[src/rtl/rfarb_pkg.sv]
package rfarb_pkg;
  typedef enum logic [2:0] {
    C_NOP   = 3'd0,
    C_ACT   = 3'd1,
    C_RD    = 3'd2,
    C_WR    = 3'd3,
    C_PRE   = 3'd4,
    C_REFAB = 3'd5,
    C_REFPB = 3'd6
  } dcmd_e;

  typedef enum logic [1:0] {
    T_ACT = 2'd0,
    T_RD  = 2'd1,
    T_WR  = 2'd2,
    T_PRE = 2'd3
  } tcmd_e;

  typedef enum logic [1:0] {
    S_NONE = 2'd0,
    S_TXN  = 2'd1,
    S_REF  = 2'd2,
    S_PRE  = 2'd3
  } slot_e;
endpackage

[src/rtl/rfarb_downcnt.sv]
module rfarb_downcnt #(
  parameter int W = 9
) (
  input  logic         clk,
  input  logic         rst_n,
  input  logic         load,
  input  logic [W-1:0] val,
  output logic         busy
);
  logic [W-1:0] cnt_q, cnt_d;

  always_comb begin
    cnt_d = cnt_q;
    if (load)              cnt_d = val;
    else if (cnt_q != '0)  cnt_d = cnt_q - W'(1);
  end

  always_ff @(posedge clk or negedge rst_n) begin
    if (!rst_n) cnt_q <= '0;
    else        cnt_q <= cnt_d;
  end

  assign busy = (cnt_q != '0);
endmodule

[src/rtl/rfarb_idle_mon.sv]
module rfarb_idle_mon #(
  parameter int LIM = 16,
  localparam int W = $clog2(LIM + 1)
) (
  input  logic clk,
  input  logic rst_n,
  input  logic active,
  output logic idle
);
  logic [W-1:0] cnt_q, cnt_d;

  assign idle = (cnt_q == W'(LIM));

  always_comb begin
    cnt_d = cnt_q;
    if (active)     cnt_d = '0;
    else if (!idle) cnt_d = cnt_q + W'(1);
  end

  always_ff @(posedge clk or negedge rst_n) begin
    if (!rst_n) cnt_q <= '0;
    else        cnt_q <= cnt_d;
  end
endmodule

[src/rtl/rfarb_lowest.sv]
module rfarb_lowest #(
  parameter int N = 32,
  localparam int IW = $clog2(N)
) (
  input  logic [N-1:0]  req,
  output logic          any,
  output logic [IW-1:0] idx
);
  always_comb begin
    idx = '0;
    for (int i = N - 1; i >= 0; i--) begin
      if (req[i]) idx = IW'(i);
    end
  end
  assign any = |req;
endmodule

[src/rtl/refresh_cmd_arbiter.sv]
module refresh_cmd_arbiter
  import rfarb_pkg::*;
#(
  parameter int NB       = 32,
  parameter int T_RFC    = 440,
  parameter int T_RFCPB  = 140,
  parameter int T_RP     = 14,
  parameter int IDLE_LIM = 16,
  parameter int DEBT_W   = 4,
  parameter int URG_LVL  = 4,
  parameter int CRIT_LVL = 8,
  localparam int BANK_W  = $clog2(NB)
) (
  input  logic              clk,
  input  logic              rst_n,
  input  logic              ref_pend,
  input  logic [DEBT_W-1:0] ref_debt,
  input  logic [BANK_W-1:0] pb_target,
  input  logic [NB-1:0]     row_open,
  input  logic              txn_valid,
  input  logic [1:0]        txn_cmd,
  input  logic [BANK_W-1:0] txn_bank,
  output logic              txn_ready,
  output logic              txn_retry,
  output logic [2:0]        cmd_out,
  output logic [BANK_W-1:0] cmd_bank,
  output logic              ab_ack,
  output logic              pb_ack,
  output logic [BANK_W-1:0] ack_bank
);
  localparam int BLK_W = $clog2(T_RFC + 1);
  localparam int RP_W  = $clog2(T_RP + 1);
  localparam logic [NB-1:0] ONE_BANK = NB'(1);

  logic              idle;
  logic [NB-1:0]     blk_busy, rp_busy, ld_blk, ld_rp;
  logic [NB-1:0]     tgt_mask, pre_cand;
  logic              pre_any;
  logic [BANK_W-1:0] pre_idx;
  logic              lvl_urg, lvl_crit, ref_clear, ref_go, txn_tgt, txn_fit;
  logic [BLK_W-1:0]  blk_val;
  slot_e             slot;

  logic [2:0]        cmd_d;
  logic [BANK_W-1:0] bank_d, ackb_d;
  logic              ab_d, pb_d;

  // Idle detection selects the refresh type
  rfarb_idle_mon #(.LIM(IDLE_LIM)) u_idle (
    .clk(clk), .rst_n(rst_n), .active(txn_valid), .idle(idle)
  );

  assign tgt_mask  = idle ? {NB{1'b1}} : (ONE_BANK << pb_target);
  assign lvl_urg   = ref_pend && (ref_debt >= DEBT_W'(URG_LVL));
  assign lvl_crit  = ref_pend && (ref_debt >= DEBT_W'(CRIT_LVL));
  assign ref_clear = ~|(tgt_mask & (blk_busy | rp_busy | row_open));
  assign ref_go    = ref_pend && ref_clear;
  assign pre_cand  = tgt_mask & row_open & ~rp_busy & ~blk_busy;
  assign txn_tgt   = tgt_mask[txn_bank];

  rfarb_lowest #(.N(NB)) u_pick (
    .req(pre_cand), .any(pre_any), .idx(pre_idx)
  );

  always_comb begin
    txn_fit = txn_valid && !blk_busy[txn_bank]
              && !(tcmd_e'(txn_cmd) == T_ACT && rp_busy[txn_bank])
              && !(lvl_urg && txn_tgt) && !lvl_crit;
  end

  // Slot decision: debt level orders the three sources
  always_comb begin
    slot = S_NONE;
    if (lvl_crit) begin
      if (ref_go)       slot = S_REF;
      else if (pre_any) slot = S_PRE;
    end else if (lvl_urg) begin
      if (ref_go)       slot = S_REF;
      else if (pre_any) slot = S_PRE;
      else if (txn_fit) slot = S_TXN;
    end else begin
      if (txn_fit)      slot = S_TXN;
      else if (ref_go)  slot = S_REF;
      else if (ref_pend && pre_any && !txn_valid) slot = S_PRE;
    end
  end

  assign txn_ready = (slot == S_TXN);
  assign txn_retry = lvl_crit && txn_valid && txn_tgt;

  // Next command and acknowledge
  always_comb begin
    cmd_d  = C_NOP;
    bank_d = '0;
    ab_d   = 1'b0;
    pb_d   = 1'b0;
    ackb_d = '0;
    case (slot)
      S_TXN: begin
        cmd_d  = 3'(txn_cmd) + 3'd1;
        bank_d = txn_bank;
      end
      S_PRE: begin
        cmd_d  = C_PRE;
        bank_d = pre_idx;
      end
      S_REF: begin
        if (idle) begin
          cmd_d = C_REFAB;
          ab_d  = 1'b1;
        end else begin
          cmd_d  = C_REFPB;
          bank_d = pb_target;
          pb_d   = 1'b1;
          ackb_d = pb_target;
        end
      end
      default: ;
    endcase
  end

  assign blk_val = idle ? BLK_W'(T_RFC - 1) : BLK_W'(T_RFCPB - 1);

  // Per-bank blocking window and precharge recovery timers
  for (genvar b = 0; b < NB; b++) begin : g_bank
    assign ld_blk[b] = (slot == S_REF) && tgt_mask[b];
    assign ld_rp[b]  = ((slot == S_PRE) && (pre_idx == BANK_W'(b)))
                    || ((slot == S_TXN) && (tcmd_e'(txn_cmd) == T_PRE)
                        && (txn_bank == BANK_W'(b)));

    rfarb_downcnt #(.W(BLK_W)) u_blk (
      .clk(clk), .rst_n(rst_n), .load(ld_blk[b]), .val(blk_val),
      .busy(blk_busy[b])
    );
    rfarb_downcnt #(.W(RP_W)) u_rp (
      .clk(clk), .rst_n(rst_n), .load(ld_rp[b]), .val(RP_W'(T_RP - 1)),
      .busy(rp_busy[b])
    );
  end

  always_ff @(posedge clk or negedge rst_n) begin
    if (!rst_n) begin
      cmd_out  <= C_NOP;
      cmd_bank <= '0;
      ab_ack   <= 1'b0;
      pb_ack   <= 1'b0;
      ack_bank <= '0;
    end else begin
      cmd_out  <= cmd_d;
      cmd_bank <= bank_d;
      ab_ack   <= ab_d;
      pb_ack   <= pb_d;
      ack_bank <= ackb_d;
    end
  end
endmodule

[config.mk]
export PLATFORM = sky130hd
export DESIGN_NAME = refresh_cmd_arbiter
export DESIGN_NICKNAME = d
export VERILOG_FILES = /design/src/rtl/rfarb_pkg.sv /design/src/rtl/rfarb_downcnt.sv /design/src/rtl/rfarb_idle_mon.sv /design/src/rtl/rfarb_lowest.sv /design/src/rtl/refresh_cmd_arbiter.sv
export SDC_FILE = /design/constraint.sdc
export NUM_CORES = 1
export LEC_CHECK = 0
export ABC_AREA = 1
export BUFFER_PORTS_ARGS = -buffer_cell sky130_fd_sc_hd__buf_2
export CORE_UTILIZATION = 35
export CTS_CLUSTER_DIAMETER = 60
export DETAILED_ROUTE_END_ITERATION = 10
export SLEW_MARGIN = 20
export SYNTH_ARGS = -nofsm -noshare
export SYNTH_HDL_FRONTEND = slang
export SYNTH_HIERARCHICAL = 1
export SYNTH_SLANG_ARGS = --single-unit
[constraint.sdc]
create_clock -name clk -period 10.6 [get_ports clk]
set_input_delay 0.53 -clock clk [delete_from_list [all_inputs] [get_ports clk]]
set_output_delay 0.53 -clock clk [all_outputs]
set_load 0.1 [all_outputs]
==> flow_metrics.env <==
export IMPL_nets=5068
export IMPL_worstHoldPathType="input port to register"
export IMPL_setup_tns_final_ns=0
export IMPL_synth_edff_count=0
export IMPL_routed_via_count_divided_by_cell_count=4.65
export IMPL_setup_viol=0
export IMPL_post_synth_num_cell_types=44
export IMPL_route_detailed_wl_per_inst_um=13.4
export IMPL_design_core_area_sq_um=90600
export IMPL_clkLatencyLatePin_ns=0.63
export IMPL_dieWidth_um=305
export IMPL_power_per_cell_area_nw_per_um2=254
export IMPL_critical_path_max_fanout=68
export IMPL_ys_seq_area_frac=0.339
export IMPL_clock_fmax_ghz=0.155
export IMPL_peakVddDrop_v=0.000148
export IMPL_postCtsResizedCells=0
export IMPL_place_area_sq_um=34400
export IMPL_cts_sinks=436
export IMPL_fp_dieArea_sq_um=93100
export IMPL_grt_max_degree=145
export IMPL_path_class="register to register"
export IMPL_initial_core_util=0.355
export IMPL_place_congestion=0.894
export IMPL_syn_area_per_cell_sq_um=6.94
export IMPL_power_static_leakage_nw=18.8
export IMPL_die_h_um=305
export IMPL_synth_seq_cells=436
export IMPL_synth_cells=4633
export IMPL_max_slew_headroom=0.323
export IMPL_required_time_at_the_endpoint_of_the_critical_path_ns=11.11
export IMPL_timing_final_crit_period_ns=6.46
export IMPL_gr_total_overflow=0
export IMPL_post_route_cell_area_sq_um=36400
export IMPL_top_level_ports=69
export IMPL_postSynth_asyncResetShare=1.00
export IMPL_drt_first_pass_iters=6
export IMPL_timing_final_max_slew_violations=0
export IMPL_outcome="complete, no violations"
export IMPL_place_hpwl_mm=59.2
export IMPL_number_of_global_route_vias_before_repair=26600
export IMPL_dr_first_iter_drc_count=1967
export IMPL_detail_route_wirelength_mm=82.2
export IMPL_drc=0
export IMPL_initial_antenna_violation_count=17
export IMPL_holdWs_ns=0.201
export IMPL_cts_buffers=55
export IMPL_drv_cap=0
export IMPL_rsz_0062_raised_after_global_routing="false"
export IMPL_grt_pass1_wl_mm=137
export IMPL_final_fill_count=9488
export IMPL_buffer_ports_inserted=66
export IMPL_final_setup_skew_ns=0.0272
export IMPL_route_vias_total=28600
export IMPL_synth_area_sq_um=32200
export IMPL_cts_root_buf="sky130_fd_sc_hd__clkbuf_16"
export IMPL_final_util=0.402
export IMPL_clk_pin_slew_worst_paths_ns=0.06
export IMPL_final_seq_area_sq_um=10900
export IMPL_finalCritPeriodShare=0.609
export IMPL_multi_input_area_sq_um=19200
export IMPL_cts_tree="done"
export IMPL_share_of_final_layout_standard_cells_stronger_than_drive_strength_1=0.133
export IMPL_synth_warning_count=6
export IMPL_clock_tree_htree_level_count=2
export IMPL_cp_data_arrival_time_ns=6.97
export IMPL_placement_rows=110
export IMPL_setup_worst_path_end_class="register"
export IMPL_hold_violations=0
export IMPL_setup_worst_path_start_class="register"
export IMPL_dominantRegCellSynth="sky130_fd_sc_hd__dfrtp_1"
export IMPL_flow_area_growth_from_synthesis_pct=13.3
export IMPL_tightestPinTransition_ns=1.01
export IMPL_globalRouteTotalUtil=0.179
export IMPL_ant_nets=0
export IMPL_cts_path_max_buffers=3
## cell usage after synthesis (64+ instances only)
library cell | instances | share of area
sky130_fd_sc_hd__xor2_1 | 64 | 0.017
sky130_fd_sc_hd__or2_2 | 81 | 0.016
sky130_fd_sc_hd__nand3_1 | 256 | 0.040
sky130_fd_sc_hd__inv_1 | 557 | 0.065
sky130_fd_sc_hd__o21ai_0 | 204 | 0.032
sky130_fd_sc_hd__nand2_1 | 1362 | 0.16
sky130_fd_sc_hd__ha_1 | 100 | 0.039
sky130_fd_sc_hd__nor2_1 | 517 | 0.060
sky130_fd_sc_hd__nand4_1 | 94 | 0.018
sky130_fd_sc_hd__a21oi_1 | 143 | 0.022
sky130_fd_sc_hd__o21ai_2 | 64 | 0.017
sky130_fd_sc_hd__dfrtp_1 | 436 | 0.34
sky130_fd_sc_hd__nand2_2 | 110 | 0.021
sky130_fd_sc_hd__o21ai_1 | 169 | 0.026
## state kept, by name, summed over array words and instances (netlist names)
signal and count:
ack_bank 5, cmd_out 3, g_bank.u_blk/cnt_q 288, ab_ack 1, g_bank.u_rp/cnt_q 128, cmd_bank 5
u_idle/cnt_q 5, pb_ack 1
## critical path, stage by stage (launching register included)
cell and delay (ns):
sky130_fd_sc_hd__dfrtp_1 0.39, sky130_fd_sc_hd__inv_1 0.07, sky130_fd_sc_hd__ha_1 0.22, sky130_fd_sc_hd__nand2_2 0.09, sky130_fd_sc_hd__nor2_4 0.08, sky130_fd_sc_hd__inv_6 0.50
sky130_fd_sc_hd__buf_4 0.75, sky130_fd_sc_hd__nand2_1 0.25, sky130_fd_sc_hd__o21ai_0 0.13, sky130_fd_sc_hd__nand2_1 0.07, sky130_fd_sc_hd__nor2_1 0.10, sky130_fd_sc_hd__nand2_1 0.05
sky130_fd_sc_hd__nor2_1 0.28, sky130_fd_sc_hd__nand3_1 0.22, sky130_fd_sc_hd__nand2_1 0.11, sky130_fd_sc_hd__nand2_1 0.10, sky130_fd_sc_hd__a21oi_4 0.81, sky130_fd_sc_hd__nand2_2 0.05
sky130_fd_sc_hd__buf_4 0.34, sky130_fd_sc_hd__a21oi_1 0.85, sky130_fd_sc_hd__inv_1 0.31, sky130_fd_sc_hd__or2_2 0.36, sky130_fd_sc_hd__nand2_1 0.07, sky130_fd_sc_hd__nor2_1 0.04
## what timing repair did
item / CTS / global route
endpoints found under the hold margin: 30 / 0
buffers inserted: 0 / 0
hold buffers: 1 / 0
## through the flow
| stage | setup WS [ns] | cells | total power, mW |
|---|---|---|---|
| 6_report | 4.14 | 6142 | 9.26 |
| 5_1_grt | 3.70 | 6138 | 10.2 |
| 4_1_cts | 4.24 | 6137 | 9.35 |
| 3_5_place_dp | 4.23 | 6033 | 7.23 |
| 3_3_place_gp | 4.31 | 6033 | 7.10 |
| 2_1_floorplan | 4.21 | 4887 | 6.43 |
## cells in the final DEF (no fill, tap or decap), types with 28 or more instances in the layout
cell / n
sky130_fd_sc_hd__nand2_1: 1360
sky130_fd_sc_hd__inv_1: 557
sky130_fd_sc_hd__nor2_1: 517
sky130_fd_sc_hd__dfrtp_1: 436
sky130_fd_sc_hd__nand3_1: 256
sky130_fd_sc_hd__conb_1: 256
sky130_fd_sc_hd__o21ai_0: 204
sky130_fd_sc_hd__o21ai_1: 169
sky130_fd_sc_hd__a21oi_1: 143
sky130_fd_sc_hd__nand2_2: 112
sky130_fd_sc_hd__ha_1: 100
sky130_fd_sc_hd__nand4_1: 94
sky130_fd_sc_hd__or2_2: 81
sky130_fd_sc_hd__buf_2: 65
sky130_fd_sc_hd__xor2_1: 64
sky130_fd_sc_hd__o21ai_2: 64
sky130_fd_sc_hd__nor2_2: 58
sky130_fd_sc_hd__clkbuf_16: 57
sky130_fd_sc_hd__xnor2_1: 39
sky130_fd_sc_hd__nand3_4: 32
sky130_fd_sc_hd__nand3b_1: 32
sky130_fd_sc_hd__nand3_2: 32
sky130_fd_sc_hd__nor2_8: 31
sky130_fd_sc_hd__a22oi_1: 28
## logic make-up (layout without fill, tap and decap cells)
family                     after synthesis  in the layout  synth area share
other                                    2            260          0.000234
DFF                                    436            436             0.339
adders and majority gates              100            100            0.0389
xor gates and xnor gates               103            103            0.0281
buffers and inverters                  718            793            0.0945
AOI/OAI and AO/OA                      622            622             0.108
and+or+nand+nor                       2652           2652             0.391
## power by group
group	total [mW]	switching (mW)	internal, mW
clock network	2.06	0.792	1.27
registers	3.13	0.670	2.46
logic	4.07	2.45	1.62
## path summary, 6_finish.rpt
path	start	end	slack, ns	depth (start not counted)
setup / recovery	u_idle/cnt_q[0]$_DFFE_PN0P_	g_bank[30].u_blk/cnt_q[6]$_DFFE_PN0P_	4.14	23
hold / removal	txn_cmd[0]	cmd_out[0]$_DFF_PN0_	0.20	4
setup reg to reg	u_idle/cnt_q[0]$_DFFE_PN0P_	g_bank[30].u_blk/cnt_q[6]$_DFFE_PN0P_	4.14	23
hold reg to reg	g_bank[15].u_rp/cnt_q[1]$_DFFE_PN0P_	g_bank[15].u_rp/cnt_q[1]$_DFFE_PN0P_	0.52	2
max in group asynchronous	rst_n	g_bank[4].u_blk/cnt_q[0]$_DFFE_PN0P_	7.85	4
min in group asynchronous	rst_n	g_bank[28].u_blk/cnt_q[7]$_DFFE_PN0P_	0.52	2
## layout make-up
| type | instances | share of cell area |
|---|---|---|
| clock buffer | 74 | 0.0445 |
| antenna | 4 | 0.000275 |
| timing repair buffer | 82 | 0.0136 |
| inverter | 608 | 0.0652 |
| clock inverter | 29 | 0.0106 |
| sequential | 436 | 0.299 |
| multi-input combinational | 3733 | 0.526 |
| tap | 1176 | 0.0404 |
## layer usage
layer  GRT usage  vias to the layer above  share of wire
met5           0                        -         0.0016
met4      0.0482                       18          0.021
met3      0.0299                      119          0.061
met2       0.288                      538           0.44
met1       0.246                    13000           0.47
li1            -                    15000              -
(Power assumes the default switching activity.)
